==> config.mk <==
export PLATFORM = sky130hd
export DESIGN_NAME = sram_lane_ctrl
export DESIGN_NICKNAME = d
export VERILOG_FILES = /design/src/rtl/sram_ctrl_pkg.sv /design/src/rtl/sram_lane_sel.sv /design/src/rtl/sram_lane_merge.sv /design/src/rtl/sram_lane_ctrl.sv
export SDC_FILE = /design/constraint.sdc
export NUM_CORES = 1
export LEC_CHECK = 0
export BUFFER_PORTS_ARGS = -buffer_cell sky130_fd_sc_hd__buf_2
export CORE_MARGIN = 2
export CORE_UTILIZATION = 54
export CTS_CLUSTER_DIAMETER = 120
export DETAILED_ROUTE_END_ITERATION = 12
export PLACE_DENSITY = 0.85
export RECOVER_POWER = 25
export SYNTH_ARGS = -nofsm -noshare
export SYNTH_HDL_FRONTEND = slang
export SYNTH_SLANG_ARGS = --single-unit
==> constraint.sdc <==
create_clock -name clk -period 3.26 [get_ports clk]
set_input_delay 0 -clock clk [delete_from_list [all_inputs] [get_ports clk]]
set_output_delay 0 -clock clk [all_outputs]
set_load 0.005 [all_outputs]
==> src/rtl/sram_ctrl_pkg.sv <==
package sram_ctrl_pkg;

    typedef enum logic [2:0] {
        ST_IDLE   = 3'd0,
        ST_WSETUP = 3'd1,
        ST_WPULSE = 3'd2,
        ST_WHOLD  = 3'd3,
        ST_RACC   = 3'd4,
        ST_TURN   = 3'd5
    } ctrl_state_e;

endpackage

==> src/rtl/sram_lane_sel.sv <==
module sram_lane_sel #(
    parameter int LANES = 2
) (
    input  logic [LANES-1:0] mask,
    output logic [LANES-1:0] sel_n
);
    for (genvar i = 0; i < LANES; i++) begin : g_lane
        assign sel_n[i] = ~mask[i];
    end
endmodule

==> src/rtl/sram_lane_merge.sv <==
module sram_lane_merge #(
    parameter int LANES = 2
) (
    input  logic [LANES-1:0]   mask,
    input  logic [LANES*8-1:0] raw,
    output logic [LANES*8-1:0] merged
);
    for (genvar i = 0; i < LANES; i++) begin : g_lane
        assign merged[i*8 +: 8] = mask[i] ? raw[i*8 +: 8] : 8'h00;
    end
endmodule

==> src/rtl/sram_lane_ctrl.sv <==
module sram_lane_ctrl
    import sram_ctrl_pkg::*;
#(
    parameter int ADDR_W    = 16,
    parameter int DATA_W    = 16,
    parameter int SETUP_CYC = 1,
    parameter int WP_CYC    = 1,
    parameter int HOLD_CYC  = 1,
    parameter int RD_CYC    = 2,
    parameter int TURN_CYC  = 1
) (
    input  logic                clk,
    input  logic                rst_n,
    input  logic                req_valid,
    input  logic                req_write,
    input  logic [ADDR_W-1:0]   req_addr,
    input  logic [DATA_W-1:0]   req_wdata,
    input  logic [DATA_W/8-1:0] req_mask,
    output logic                req_ready,
    output logic                rsp_done,
    output logic [DATA_W-1:0]   rsp_rdata,
    output logic [ADDR_W-1:0]   ram_addr,
    output logic                ram_cs_n,
    output logic                ram_we_n,
    output logic                ram_oe_n,
    output logic [DATA_W/8-1:0] ram_bsel_n,
    output logic [DATA_W-1:0]   ram_dq_out,
    output logic                ram_dq_oe,
    input  logic [DATA_W-1:0]   ram_dq_in
);
    localparam int LANES  = DATA_W / 8;
    localparam int MAX_A  = (SETUP_CYC > WP_CYC) ? SETUP_CYC : WP_CYC;
    localparam int MAX_B  = (HOLD_CYC > RD_CYC) ? HOLD_CYC : RD_CYC;
    localparam int MAX_C  = (MAX_A > MAX_B) ? MAX_A : MAX_B;
    localparam int MAX_CY = (MAX_C > TURN_CYC) ? MAX_C : TURN_CYC;
    localparam int CNT_W  = $clog2(MAX_CY + 1);

    typedef struct packed {
        ctrl_state_e       state;
        logic [CNT_W-1:0]  cnt;
        logic [ADDR_W-1:0] addr;
        logic [DATA_W-1:0] wdata;
        logic [LANES-1:0]  mask;
        logic [LANES-1:0]  lanes_n;
        logic              cs_n;
        logic              we_n;
        logic              oe_n;
        logic              dq_oe;
        logic [DATA_W-1:0] rdata;
        logic              done;
    } ctrl_t;

    localparam ctrl_t CTRL_RST = '{
        state:   ST_IDLE,
        cnt:     '0,
        addr:    '0,
        wdata:   '0,
        mask:    '0,
        lanes_n: '1,
        cs_n:    1'b1,
        we_n:    1'b1,
        oe_n:    1'b1,
        dq_oe:   1'b0,
        rdata:   '0,
        done:    1'b0
    };

    ctrl_t q, d;

    logic [LANES-1:0]  req_sel_n;
    logic [DATA_W-1:0] rd_merged;

    sram_lane_sel #(.LANES(LANES)) i_sel (
        .mask  (req_mask),
        .sel_n (req_sel_n)
    );

    sram_lane_merge #(.LANES(LANES)) i_merge (
        .mask   (q.mask),
        .raw    (ram_dq_in),
        .merged (rd_merged)
    );

    always_comb begin
        d      = q;
        d.done = 1'b0;
        case (q.state)
            ST_IDLE: begin
                if (req_valid) begin
                    d.addr  = req_addr;
                    d.wdata = req_wdata;
                    d.mask  = req_mask;
                    if (req_mask == '0) begin
                        d.done = 1'b1;
                        if (!req_write) d.rdata = '0;
                    end else if (req_write) begin
                        d.state   = ST_WSETUP;
                        d.cs_n    = 1'b0;
                        d.lanes_n = req_sel_n;
                        d.cnt     = CNT_W'(SETUP_CYC - 1);
                    end else begin
                        d.state   = ST_RACC;
                        d.cs_n    = 1'b0;
                        d.oe_n    = 1'b0;
                        d.lanes_n = req_sel_n;
                        d.cnt     = CNT_W'(RD_CYC - 1);
                    end
                end
            end
            ST_WSETUP: begin
                if (q.cnt == '0) begin
                    d.state = ST_WPULSE;
                    d.we_n  = 1'b0;
                    d.dq_oe = 1'b1;
                    d.cnt   = CNT_W'(WP_CYC - 1);
                end else begin
                    d.cnt = q.cnt - 1'b1;
                end
            end
            ST_WPULSE: begin
                if (q.cnt == '0) begin
                    d.state = ST_WHOLD;
                    d.we_n  = 1'b1;
                    d.cnt   = CNT_W'(HOLD_CYC - 1);
                end else begin
                    d.cnt = q.cnt - 1'b1;
                end
            end
            ST_WHOLD: begin
                if (q.cnt == '0) begin
                    d.state   = ST_IDLE;
                    d.cs_n    = 1'b1;
                    d.lanes_n = '1;
                    d.dq_oe   = 1'b0;
                    d.done    = 1'b1;
                end else begin
                    d.cnt = q.cnt - 1'b1;
                end
            end
            ST_RACC: begin
                if (q.cnt == '0) begin
                    d.rdata   = rd_merged;
                    d.done    = 1'b1;
                    d.cs_n    = 1'b1;
                    d.oe_n    = 1'b1;
                    d.lanes_n = '1;
                    d.state   = (TURN_CYC > 0) ? ST_TURN : ST_IDLE;
                    d.cnt     = CNT_W'((TURN_CYC > 0) ? TURN_CYC - 1 : 0);
                end else begin
                    d.cnt = q.cnt - 1'b1;
                end
            end
            ST_TURN: begin
                if (q.cnt == '0) begin
                    d.state = ST_IDLE;
                end else begin
                    d.cnt = q.cnt - 1'b1;
                end
            end
            default: d = CTRL_RST;
        endcase
    end

    always_ff @(posedge clk or negedge rst_n) begin
        if (!rst_n) q <= CTRL_RST;
        else        q <= d;
    end

    assign req_ready  = (q.state == ST_IDLE);
    assign rsp_done   = q.done;
    assign rsp_rdata  = q.rdata;
    assign ram_addr   = q.addr;
    assign ram_cs_n   = q.cs_n;
    assign ram_we_n   = q.we_n;
    assign ram_oe_n   = q.oe_n;
    assign ram_bsel_n = q.lanes_n;
    assign ram_dq_out = q.wdata;
    assign ram_dq_oe  = q.dq_oe;

    a_r1_idle_quiet: assert property (@(posedge clk) disable iff (!rst_n)
        req_ready |-> (ram_cs_n && ram_we_n && ram_oe_n && !ram_dq_oe && (ram_bsel_n == '1)));

    a_r2_setup_before_we: assert property (@(posedge clk) disable iff (!rst_n)
        $fell(ram_we_n) |-> (!ram_cs_n && $past(!ram_cs_n) && $stable(ram_addr) && $stable(ram_bsel_n)));

    a_r2_hold_after_we: assert property (@(posedge clk) disable iff (!rst_n)
        $rose(ram_we_n) |-> (!ram_cs_n && $stable(ram_addr) && $stable(ram_bsel_n)));

    a_r3_drive_through_pulse: assert property (@(posedge clk) disable iff (!rst_n)
        $rose(ram_we_n) |-> (ram_dq_oe && $stable(ram_dq_out)));

    a_r6_turn_before_drive: assert property (@(posedge clk) disable iff (!rst_n)
        $rose(ram_dq_oe) |-> ($past(ram_oe_n) && ram_oe_n));

    a_r8_done_single: assert property (@(posedge clk) disable iff (!rst_n)
        rsp_done |=> !rsp_done);

    a_r9_no_contention: assert property (@(posedge clk) disable iff (!rst_n)
        !ram_oe_n |-> (!ram_dq_oe && ram_we_n));

endmodule

==> reports/metrics.yaml, run 1 <==
outcome:
  outcome: "finished, violations left"
  violations: "max-capacitance violations, max-slew violations"
sta:
  min_period_ns: 2.08
  rsz0062_at_grt: "no"
  maxSlewViolCount: 33
  setup_viol: 0
  fin_tns_setup_ns: 0
  clock_skew_ns: 0.00417
  max-slew-margin-rel_pct: -13.2
  hold_viol: 0
  max_clock_freq_mhz: 481
  fin_crit_sh_pct: 63.7
  worst_pin_slew_ns: 1.70
  finalWorstSetupSlack_ns: 1.18
routing:
  drtIter0Drc: 149
  via_count: 2617
  wirelength_um: 7640
  routed_via_density: 5.21
  detail-route-antenna-nets: 0
  drt-wirelength-per-cell_um: 15.2
  drc: 0
  first_pass_iters: 4
critical_path:
  worstSetupPathType: "reg -> reg"
  cp.arrival_ns: 2.29
  crit_family: "simple AND/OR/NAND/NOR gates"
  r2r-start: "q[61]"
  rrSetupSlack_ns: 1.18
  path_buf_inv: 0
  startpoint: "q[61]"
  path_cells: "nand2_1, nand3_1, nand2_1"
  cp_max_fo: 36
  ff2ff_path_depth: 3
  start_kind: "flop"
  required_ns: 3.47
  endpoint_kind: "flop"
  crit_path_max_incr_delay_ns: 0.83
  crit_path_frequent_cell: "nand2_1"
  slowest_stage: "nand2_1"
  timing.rr.end: "ram_dq_out[11]"
synth:
  syn-cell-area_um2: 3100
  ys_seq_elements: 62
  synth_cell_type_count: 42
  synthFlopType: "dfrtp_1"
  synthCells: 321
  postSynth.asyncResetShare_pct: 100
  synth_top_area_cell: "dfrtp_1"
  avgSynthCellArea_um2: 9.65
  yosys_warnings: 0
  synth_edf_count: 0
  yosysTopAreaCellShare_pct: 46.0
  synthTopCellsByArea: "dfrtp_1 46%, buf_4 12%, nand2_1 8.8%, nand3_1 5.5%, a22o_1 4.8%"
  synthesis.nets: 378
  seq_area_frac_synth_pct: 50.3
grt:
  grt_pass1_vias: 2551
  grt_usage_pct: 24.9
  antenna_found_initial: 0
  grt_max_degree: 37
  grt_pass1_wl_um: 11900
  grt-ovfl-total: 0
floorplanning:
  die_area_um2: 6360
  core_region_area_um2: 5540
  die_y_um: 79.8
  die_w_um: 79.8
  start_util_pct: 55.9
  io-pin-count: 110
  rows: 27
clock_tree:
  root_buffer: "clkbuf_8"
  hold_buffers: 52
  cts.clk_slew.worst_paths_ns: 0.07
  cts_buffer_depth: 2
  cts_htree_levels: 3
  cts.sinks: 62
  clk_latency_ns: 0.33
  cts_resized: 0
  tritoncts: "done"
  cts_made_buffers: 9
  cts_setup_buffers: 0
place:
  port_buffers: 109
  pre_cts_ws_ns: 1.24
  dp.cells: 434
  place_congestion: 0.951
  dp_hpwl_um: 4370
final_layout:
  multiInputGateArea_um2: 1010
  fillers: 407
  nets: 482
  final_common_cell: "buf_2"
  fin_util_pct: 71.1
  layout_common_cells: "103 x buf_2, 73 x nand2_1, 57 x dfrtp_1"
  fin_cells: 502
  antennaDiodeCount: 0
  drive_gt1_share_pct: 30.2
  area_growth_pct: 27.1
  regArea_um2: 1560
hold_path:
  min_from: "req_valid"
  hold_depth: 4
  hold_class: "in -> reg"
  hold_end: "q[61]"
pwr:
  max-vdd-ir-drop_v: 0.000502
  power_mw: 3.21
  power.leakage_nw: 2.10
  powerDensity_nw_per_um2: 814
run:
  max-cap-violations: 1
cell families after synthesis:
| group | Yosys count | synth area share [%] |
|---|---|---|
| AND/OR/NAND/NOR | 132 | 18.9 |
| XOR/XNOR | 2 | 0.565 |
| adder cells (fa/ha/maj) | 3 | 1.21 |
| buffers and inverters | 74 | 17.3 |
| flip-flops | 62 | 50.3 |
| AO/OA/AOI/OAI | 48 | 11.8 |
flip-flops by register name, indices dropped and copies added (netlist names):
signal,flops
ram_bsel_n,2
ram_cs_n,1
q,7
ram_addr,16
ram_we_n,1
rsp_done,1
ram_dq_oe,1
rsp_rdata,16
ram_oe_n,1
ram_dq_out,16
worst max path at each step:
stage | slack [ns] | cells past startpoint | end
global placement | 1.28 | 5 | ram_oe_n
CTS | 1.22 | 5 | ram_oe_n
floorplan | 1.56 | 8 | rsp_rdata[6]
global route | 1.02 | 3 | ram_we_n
finish | 1.18 | 3 | ram_dq_out[11]
detailed placement | 1.24 | 5 | ram_oe_n
metal layers:
layer | vias to the layer above | global-route usage [%] | routed length [um]
li1 | 1240 | - | -
met1 | 1261 | 28.1 | 3050
met2 | 96 | 44.0 | 4080
met3 | 20 | 7.47 | 343
met4 | 0 | 9.83 | 167
met5 | - | 0 | 0
synthesized netlist by cell type, drive strengths merged (3+ instances only):
cell type  count
a21oi          8
dfstp          5
buf           65
ha             3
nor2          11
clkbuf         4
nand3         34
inv            4
a21o           3
a211oi         3
a22o          17
o21ai          3
nand2         74
nand2b         5
o21a           3
dfrtp         57
final cells by class:
cell class / count / area share (%)
tap: 72 / 2.29
timing repair buffer: 162 / 27.1
inverter: 5 / 0.508
sequential: 62 / 39.5
clock inverter: 4 / 1.14
clock buffer: 12 / 3.94
multi-input combinational: 185 / 25.5
worst reg2reg max path: stages, from the launching register on:
cell	delay, ns
dfrtp_1	0.67
nand2_1	0.84
nand3_1	0.36
nand2_1	0.09
power by group:
group | total (mW) | internal [mW] | switching (mW)
Combinational | 1.23 | 0.555 | 0.675
Clock | 0.678 | 0.391 | 0.287
Sequential | 1.30 | 1.07 | 0.225
Total | 3.21 | 2.02 | 1.19
stage by stage:
stage / hold slack (ns) / area, um2
6_report: 0.236 / 3940
5_1_grt: 0.238 / 3940
4_1_cts: 0.217 / 3950
3_5_place_dp: 0.0865 / 3230
3_3_place_gp: 0.0860 / 3230
2_1_floorplan: -0.296 / 3100
Power figures use the tool's default switching activity.
==> inputs of run 2 (changes only) <==
Settings changed: CORE_UTILIZATION 54 to 45, PLACE_DENSITY 0.85 to 0.75.
Clock period 3.26 ns to 1.87 ns, I/O delays scaled along.
==> reports/metrics.yaml, run 2 (synthesized netlist as in run 1, its figures left out) <==
outcome:
  outcome: "finished, final reports clean"
clock_tree:
  root_buffer: "clkbuf_8"
  cts_resized: 0  # unchanged
  cts_htree_levels: 3  # unchanged
  cts_setup_buffers: 0  # unchanged
  tritoncts: "done"
  cts_made_buffers: 9  # unchanged
  cts.clk_slew.worst_paths_ns: 0.06  # about the same
  cts.sinks: 62  # unchanged
  cts_buffer_depth: 2  # unchanged
  clk_latency_ns: 0.33  # about the same
floorplanning:
  die_area_um2: 7570  # +19%
  die_w_um: 87.0  # +9.1%
  rows: 30  # +11%
  io-pin-count: 110  # unchanged
  core_region_area_um2: 6720  # +21%
  die_y_um: 87.0  # +9.1%
  start_util_pct: 46.1  # -9.8 points
final_layout:
  antennaDiodeCount: 0  # unchanged
  layout_common_cells: "95 x buf_2, 73 x nand2_1, 57 x dfrtp_1"
  final_common_cell: "buf_2"
  drive_gt1_share_pct: 29.8  # -0.39 points
  fin_util_pct: 59.6  # -11 points
  regArea_um2: 1560  # unchanged
  multiInputGateArea_um2: 1010  # unchanged
  fillers: 563  # +38%
  finalInstanceArea_um2: 4010  # +1.7%
  fin_cells: 519  # +3.4%
  nets: 491  # +1.9%
  area_growth_pct: 29.3
sta:
  finalWorstSetupSlack_ns: 0.186  # -0.997 ns
  rsz0062_at_grt: "no"
  min_period_ns: 1.68  # -0.393 ns
  fin_tns_setup_ns: 0  # unchanged
  setup_viol: 0  # unchanged
  max-slew-margin-rel_pct: 25.1  # +38 points
  max_clock_freq_mhz: 594  # +23%
  fin_crit_sh_pct: 90.1  # +26 points
  holdWs_ns: 0.0539  # -0.182 ns
  hold_viol: 0  # unchanged
  clock_skew_ns: 0.0107  # +0.00653 ns
  worst_pin_slew_ns: 1.12  # -0.574 ns
  maxSlewViolCount: 0  # -100%
routing:
  met1_length_um: 3110  # +1.9%
  drt-wirelength-per-cell_um: 14.7  # -3.4%
  routed_via_density: 4.92  # -5.6%
  drc: 0  # unchanged
  wl_met2_um: 4060  # -0.64%
  first_pass_iters: 4  # unchanged
  wirelength_um: 7640  # -0.10%
  wl_met3_um: 390  # +14%
  via_count: 2554  # -2.4%
  drtIter0Drc: 132  # -11%
  top_layer_used: "met4"
  detail-route-antenna-nets: 0  # unchanged
pwr:
  powerDensity_nw_per_um2: 1410  # +74%
  p_clk_share_pct: 20.5  # -0.7 points
  power_mw: 5.66  # +77%
  seqPwrFrac_pct: 38.4  # -2.1 points
  power_frac_comb_pct: 41.1  # +2.7 points
  p_sw_mw: 2.06  # +74%
  max-vdd-ir-drop_v: 0.000844  # +68%
  power.leakage_nw: 2.11  # +0.58%
  p_sw_share_pct: 36.4  # -0.63 points
  p_int_mw: 3.60  # +78%
place:
  pre_cts_ws_ns: 0.204  # -1.04 ns
  dp.cells: 451  # +3.9%
  dp_hpwl_um: 4640  # +6.2%
  dpl_cell_area_um2: 3300  # +2.4%
  place_congestion: 0.869  # -8.6%
  port_buffers: 109  # unchanged
critical_path:
  rrSetupSlack_ns: 0.19  # -1.00 ns
  required_ns: 2.13  # -1.34 ns
  crit_path_max_incr_delay_ns: 0.48  # -0.35 ns
  path_cells: "or3_4, clkinv_2, and2_4, nand2_1, o21a_1"
  slowest_stage: "dfrtp_1"
  endpoint_kind: "flop"
  cp_max_fo: 35  # -2.8%
  start_kind: "flop"
  cp.arrival_ns: 1.94  # -0.35 ns
  worstSetupPathType: "reg -> reg"
grt:
  grt_max_degree: 36  # -2.7%
  grt_pass1_vias: 2526  # -0.98%
  grt-ovfl-total: 0  # unchanged
  grt_pass1_wl_um: 12000  # +0.86%
  grt_usage_pct: 20.7  # -4.2 points
  antenna_found_initial: 0  # unchanged
hold_path:
  hold_class: "in -> reg"
run:
  max-cap-violations: 0  # -1
[run 2: cell types whose count changed in the layout (fill, tap and decap cells not counted)]
cell      before  now
buf_2        103   95
buf_4          1   10
clkbuf_1       7   15
[run 2: final cells by class]
| class | count | share of cell area, % |
|---|---|---|
| Clock buffer | 12 | 3.87 |
| Clock inverter | 4 | 1.12 |
| Inverter | 5 | 0.500 |
| Multi-Input combinational cell | 185 | 25.1 |
| Sequential cell | 62 | 38.9 |
| Tap cell | 80 | 2.50 |
| Timing Repair Buffer | 171 | 28.0 |
[run 2: power by group through the flow]
| stage | clock (mW) | combinational [mW] | sequential (mW) |
|---|---|---|---|
| 6_report | 1.16 | 2.33 | 2.17 |
| 5_1_grt | 1.27 | 2.62 | 2.23 |
| 4_1_cts | 1.20 | 2.35 | 2.16 |
| 3_5_place_dp | 0 | 2.26 | 2.18 |
| 3_3_place_gp | 0 | 2.19 | 2.16 |
| 2_1_floorplan | 0 | 2.03 | 2.10 |
[run 2: critical path: cells and delay by family, from the launching register on]
kind	cells	cell delay (ns)
compound gates	1	0.13
buf+inv	1	0.08
flops	1	0.48
simple gates	3	0.92
[run 2: repair_timing]
item | CTS | global route
endpoints found under the setup margin | 0 | 0
hold buffers | 52 | 0
endpoints found under the hold margin | 73 | 0
[run 2: worst paths after layout]
path,startpoint,endpoint,cells past startpoint
max in group asynchronous,rst_n,ram_addr[5],3
max reg2reg,q[59],ram_bsel_n[1],5
min,req_valid,ram_oe_n,4
min in group asynchronous,rst_n,rsp_rdata[13],2
min reg2reg,ram_oe_n,ram_oe_n,2
max,q[59],ram_bsel_n[1],5
[run 2: per-layer routing]
layer,GRT usage (%),vias to the layer above
met4,7.39,0
li1,-,1251
met1,24.6,1218
met5,0,-
met3,5.40,7
met2,36.2,78
==> inputs of run 3 (changes only) <==
Settings changed: ABC_AREA set to 1.
==> reports/metrics.yaml, run 3 <==
outcome:
  outcome: "finished, final reports clean"
routing:
  drt-wirelength-per-cell_um: 13.0  # -12%
  detail-route-antenna-nets: 0  # unchanged
  drtIter0Drc: 178  # +35%
  routed_via_density: 4.75  # -3.5%
  via_count: 2844  # +11%
  drc: 0  # unchanged
  first_pass_iters: 4  # unchanged
  wirelength_um: 7770  # +1.7%
grt:
  grt_pass1_wl_um: 12400  # +3.3%
  top_usage_layer: "met2"
  grt_max_degree: 38  # +5.6%
  antenna_found_initial: 0  # unchanged
  grt_usage_pct: 20.9  # +0.19 points
  grt_util_met1_pct: 26.0  # +1.4 points
  grt-ovfl-total: 0  # unchanged
  grt_use_met3_pct: 5.47  # +0.064 points
  grt_use_met2_pct: 34.7  # -1.4 points
  grt_pass1_vias: 2660  # +5.3%
final_layout:
  antennaDiodeCount: 0  # unchanged
  nets: 555  # +13%
  drive_gt1_share_pct: 26.6  # -3.2 points
  fillers: 578  # +2.7%
  layout_common_cells: "129 x nand2_1, 97 x buf_2, 81 x nand3_1"
  area_growth_pct: 30.4
  final_common_cell: "nand2_1"
  multiInputGateArea_um2: 1090  # +8.2%
  fin_cells: 599  # +15%
  regArea_um2: 1560  # unchanged
hold_path:
  hold_class: "in -> reg"
clock_tree:
  cts_setup_buffers: 0  # unchanged
  root_buffer: "clkbuf_8"
  clk_latency_ns: 0.34  # about the same
  cts.sinks: 62  # unchanged
  cts_htree_levels: 3  # unchanged
  cts.clk_slew.worst_paths_ns: 0.07  # about the same
  cts_buffer_depth: 2  # unchanged
  tritoncts: "done"
  cts_made_buffers: 9  # unchanged
synth:
  ys_seq_elements: 62  # unchanged
  avgSynthCellArea_um2: 8.22  # -15%
  synth_top_area_cell: "dfrtp_1"
  seq_area_frac_synth_pct: 49.2  # -1.1 points
  synth_commonest_cells: "129 x nand2_1, 81 x nand3_1, 57 x dfrtp_1, 55 x buf_4, 14 x inv_1"
  synthTopCellsByArea: "dfrtp_1 45%, nand2_1 15%, buf_4 13%, nand3_1 13%, dfstp_2 4.2%"
  synthesis.nets: 442  # +17%
  postSynth.asyncResetShare_pct: 100  # unchanged
  synthCells: 385  # +20%
  yosysTopAreaCellShare_pct: 45.1  # -0.96 points
  yosys_warnings: 0  # unchanged
  synthFlopType: "dfrtp_1"
  synth_cell_type_count: 20  # -52%
  yosysMostFrequentCell: "nand2_1"
  synth_edf_count: 0  # unchanged
  syn-cell-area_um2: 3170  # +2.1%
sta:
  rsz0062_at_grt: "no"
  fin_crit_sh_pct: 93.0  # +2.9 points
  clock_skew_ns: 0.0102  # -0.000507 ns
  max-slew-margin-rel_pct: 2.12  # -23 points
  hold_viol: 0  # unchanged
  fin_tns_setup_ns: 0  # unchanged
  worst_pin_slew_ns: 1.47  # +0.345 ns
  max_clock_freq_mhz: 575  # -3.2%
  min_period_ns: 1.74  # +0.0551 ns
  maxSlewViolCount: 0  # unchanged
  finalWorstSetupSlack_ns: 0.131  # -0.0551 ns
  setup_viol: 0  # unchanged
floorplanning:
  core_region_area_um2: 6790  # +1.1%
  die_y_um: 87.9  # +1.0%
  io-pin-count: 110  # unchanged
  die_w_um: 87.9  # +1.0%
  start_util_pct: 46.6  # +0.47 points
  rows: 30  # unchanged
  die_area_um2: 7720  # +2.0%
place:
  place_congestion: 0.868  # -0.12%
  pre_cts_ws_ns: 0.222  # +0.0187 ns
  port_buffers: 109  # unchanged
  dp_hpwl_um: 4990  # +7.6%
  dp.cells: 532  # +18%
pwr:
  power.leakage_nw: 2.30  # +9.0%
  powerDensity_nw_per_um2: 1480  # +4.8%
  max-vdd-ir-drop_v: 0.000662  # -22%
critical_path:
  required_ns: 1.87  # -0.26 ns
  startpoint: "q[59]"
  cp.arrival_ns: 1.74  # -0.20 ns
  crit_end: "req_ready"
  rrSetupSlack_ns: 0.23  # +0.04 ns
  ff2ff_path_depth: 9  # +4
  r2r-start: "q[57]"
  cp_max_fo: 21  # -40%
  endpoint_kind: "output port"
  start_kind: "flop"
  timing.rr.end: "rsp_rdata[9]"
  worstSetupPathType: "reg -> out"
run:
  max-cap-violations: 0  # unchanged
## run 3: how the worst min path moves through the flow
stage                    from             to  slack (ns)  depth (start not counted)
floorplan               rst_n          q[23]       -0.30                          0
CTS                 req_valid  ram_dq_out[0]        0.04                          3
global placement        rst_n   rsp_rdata[0]        0.05                          1
detailed placement      rst_n   rsp_rdata[3]        0.05                          1
global route        req_valid  ram_dq_out[1]        0.06                          3
finish              req_valid  ram_dq_out[2]        0.05                          3
## run 3: cells by family (layout without fill, tap and decap cells)
family | Yosys count | after routing | synth area share [%]
AOI/OAI and AO/OA | 8 | 8 | 1.26
adders and majority gates | 3 | 3 | 1.19
buffers and inverters | 83 | 201 | 16.6
DFF | 62 | 62 | 49.2
and+or+nand+nor | 229 | 229 | 31.8
## run 3: per-stage QoR
stage	hold slack (ns)	instance area (um2)	total power [mW]	utilization, %
final	0.0478	4130	6.11	60.8
after global routing	0.0623	4130	6.67	60.8
after CTS	0.0435	4140	6.14	61.0
after detailed placement	0.0519	3460	5.01	50.9
after global placement	0.0493	3460	4.95	50.9
after floorplan	-0.296	3170	4.61	-
## run 3: area by class of cell
type	count	share of cell area, %
multi-input combinational	240	26.4
clock buffer	12	3.52
clock inverter	4	0.546
timing repair buffer	169	27.5
sequential	62	37.7
inverter	16	1.45
tap	96	2.91
## run 3: per-layer routing
| metal | routed length [um] | up-vias |
|---|---|---|
| li1 | - | 1411 |
| met3 | 365 | 20 |
| met2 | 3930 | 94 |
| met5 | 0 | - |
| met4 | 176 | 0 |
| met1 | 3300 | 1319 |
## run 3: critical path, cell delays in order, from the launching register on
cell and delay (ns):
dfrtp_1 0.48, inv_1 0.14, nand2_2 0.13, nor2_4 0.21, buf_4 0.28, buf_2 0.15
## run 3: what timing repair did
action                     in CTS  in global routing
setup endpoints to repair       1                  0
gates resized for setup         1                  0
hold endpoints to repair       75                  0
hold buffers                   51                  0
## run 3: power breakdown
part / leakage, nW / internal, mW / switching, mW
registers: 0.794 / 1.99 / 0.363
logic: 1.42 / 1.11 / 1.63
clock network: 0.0861 / 0.511 / 0.505
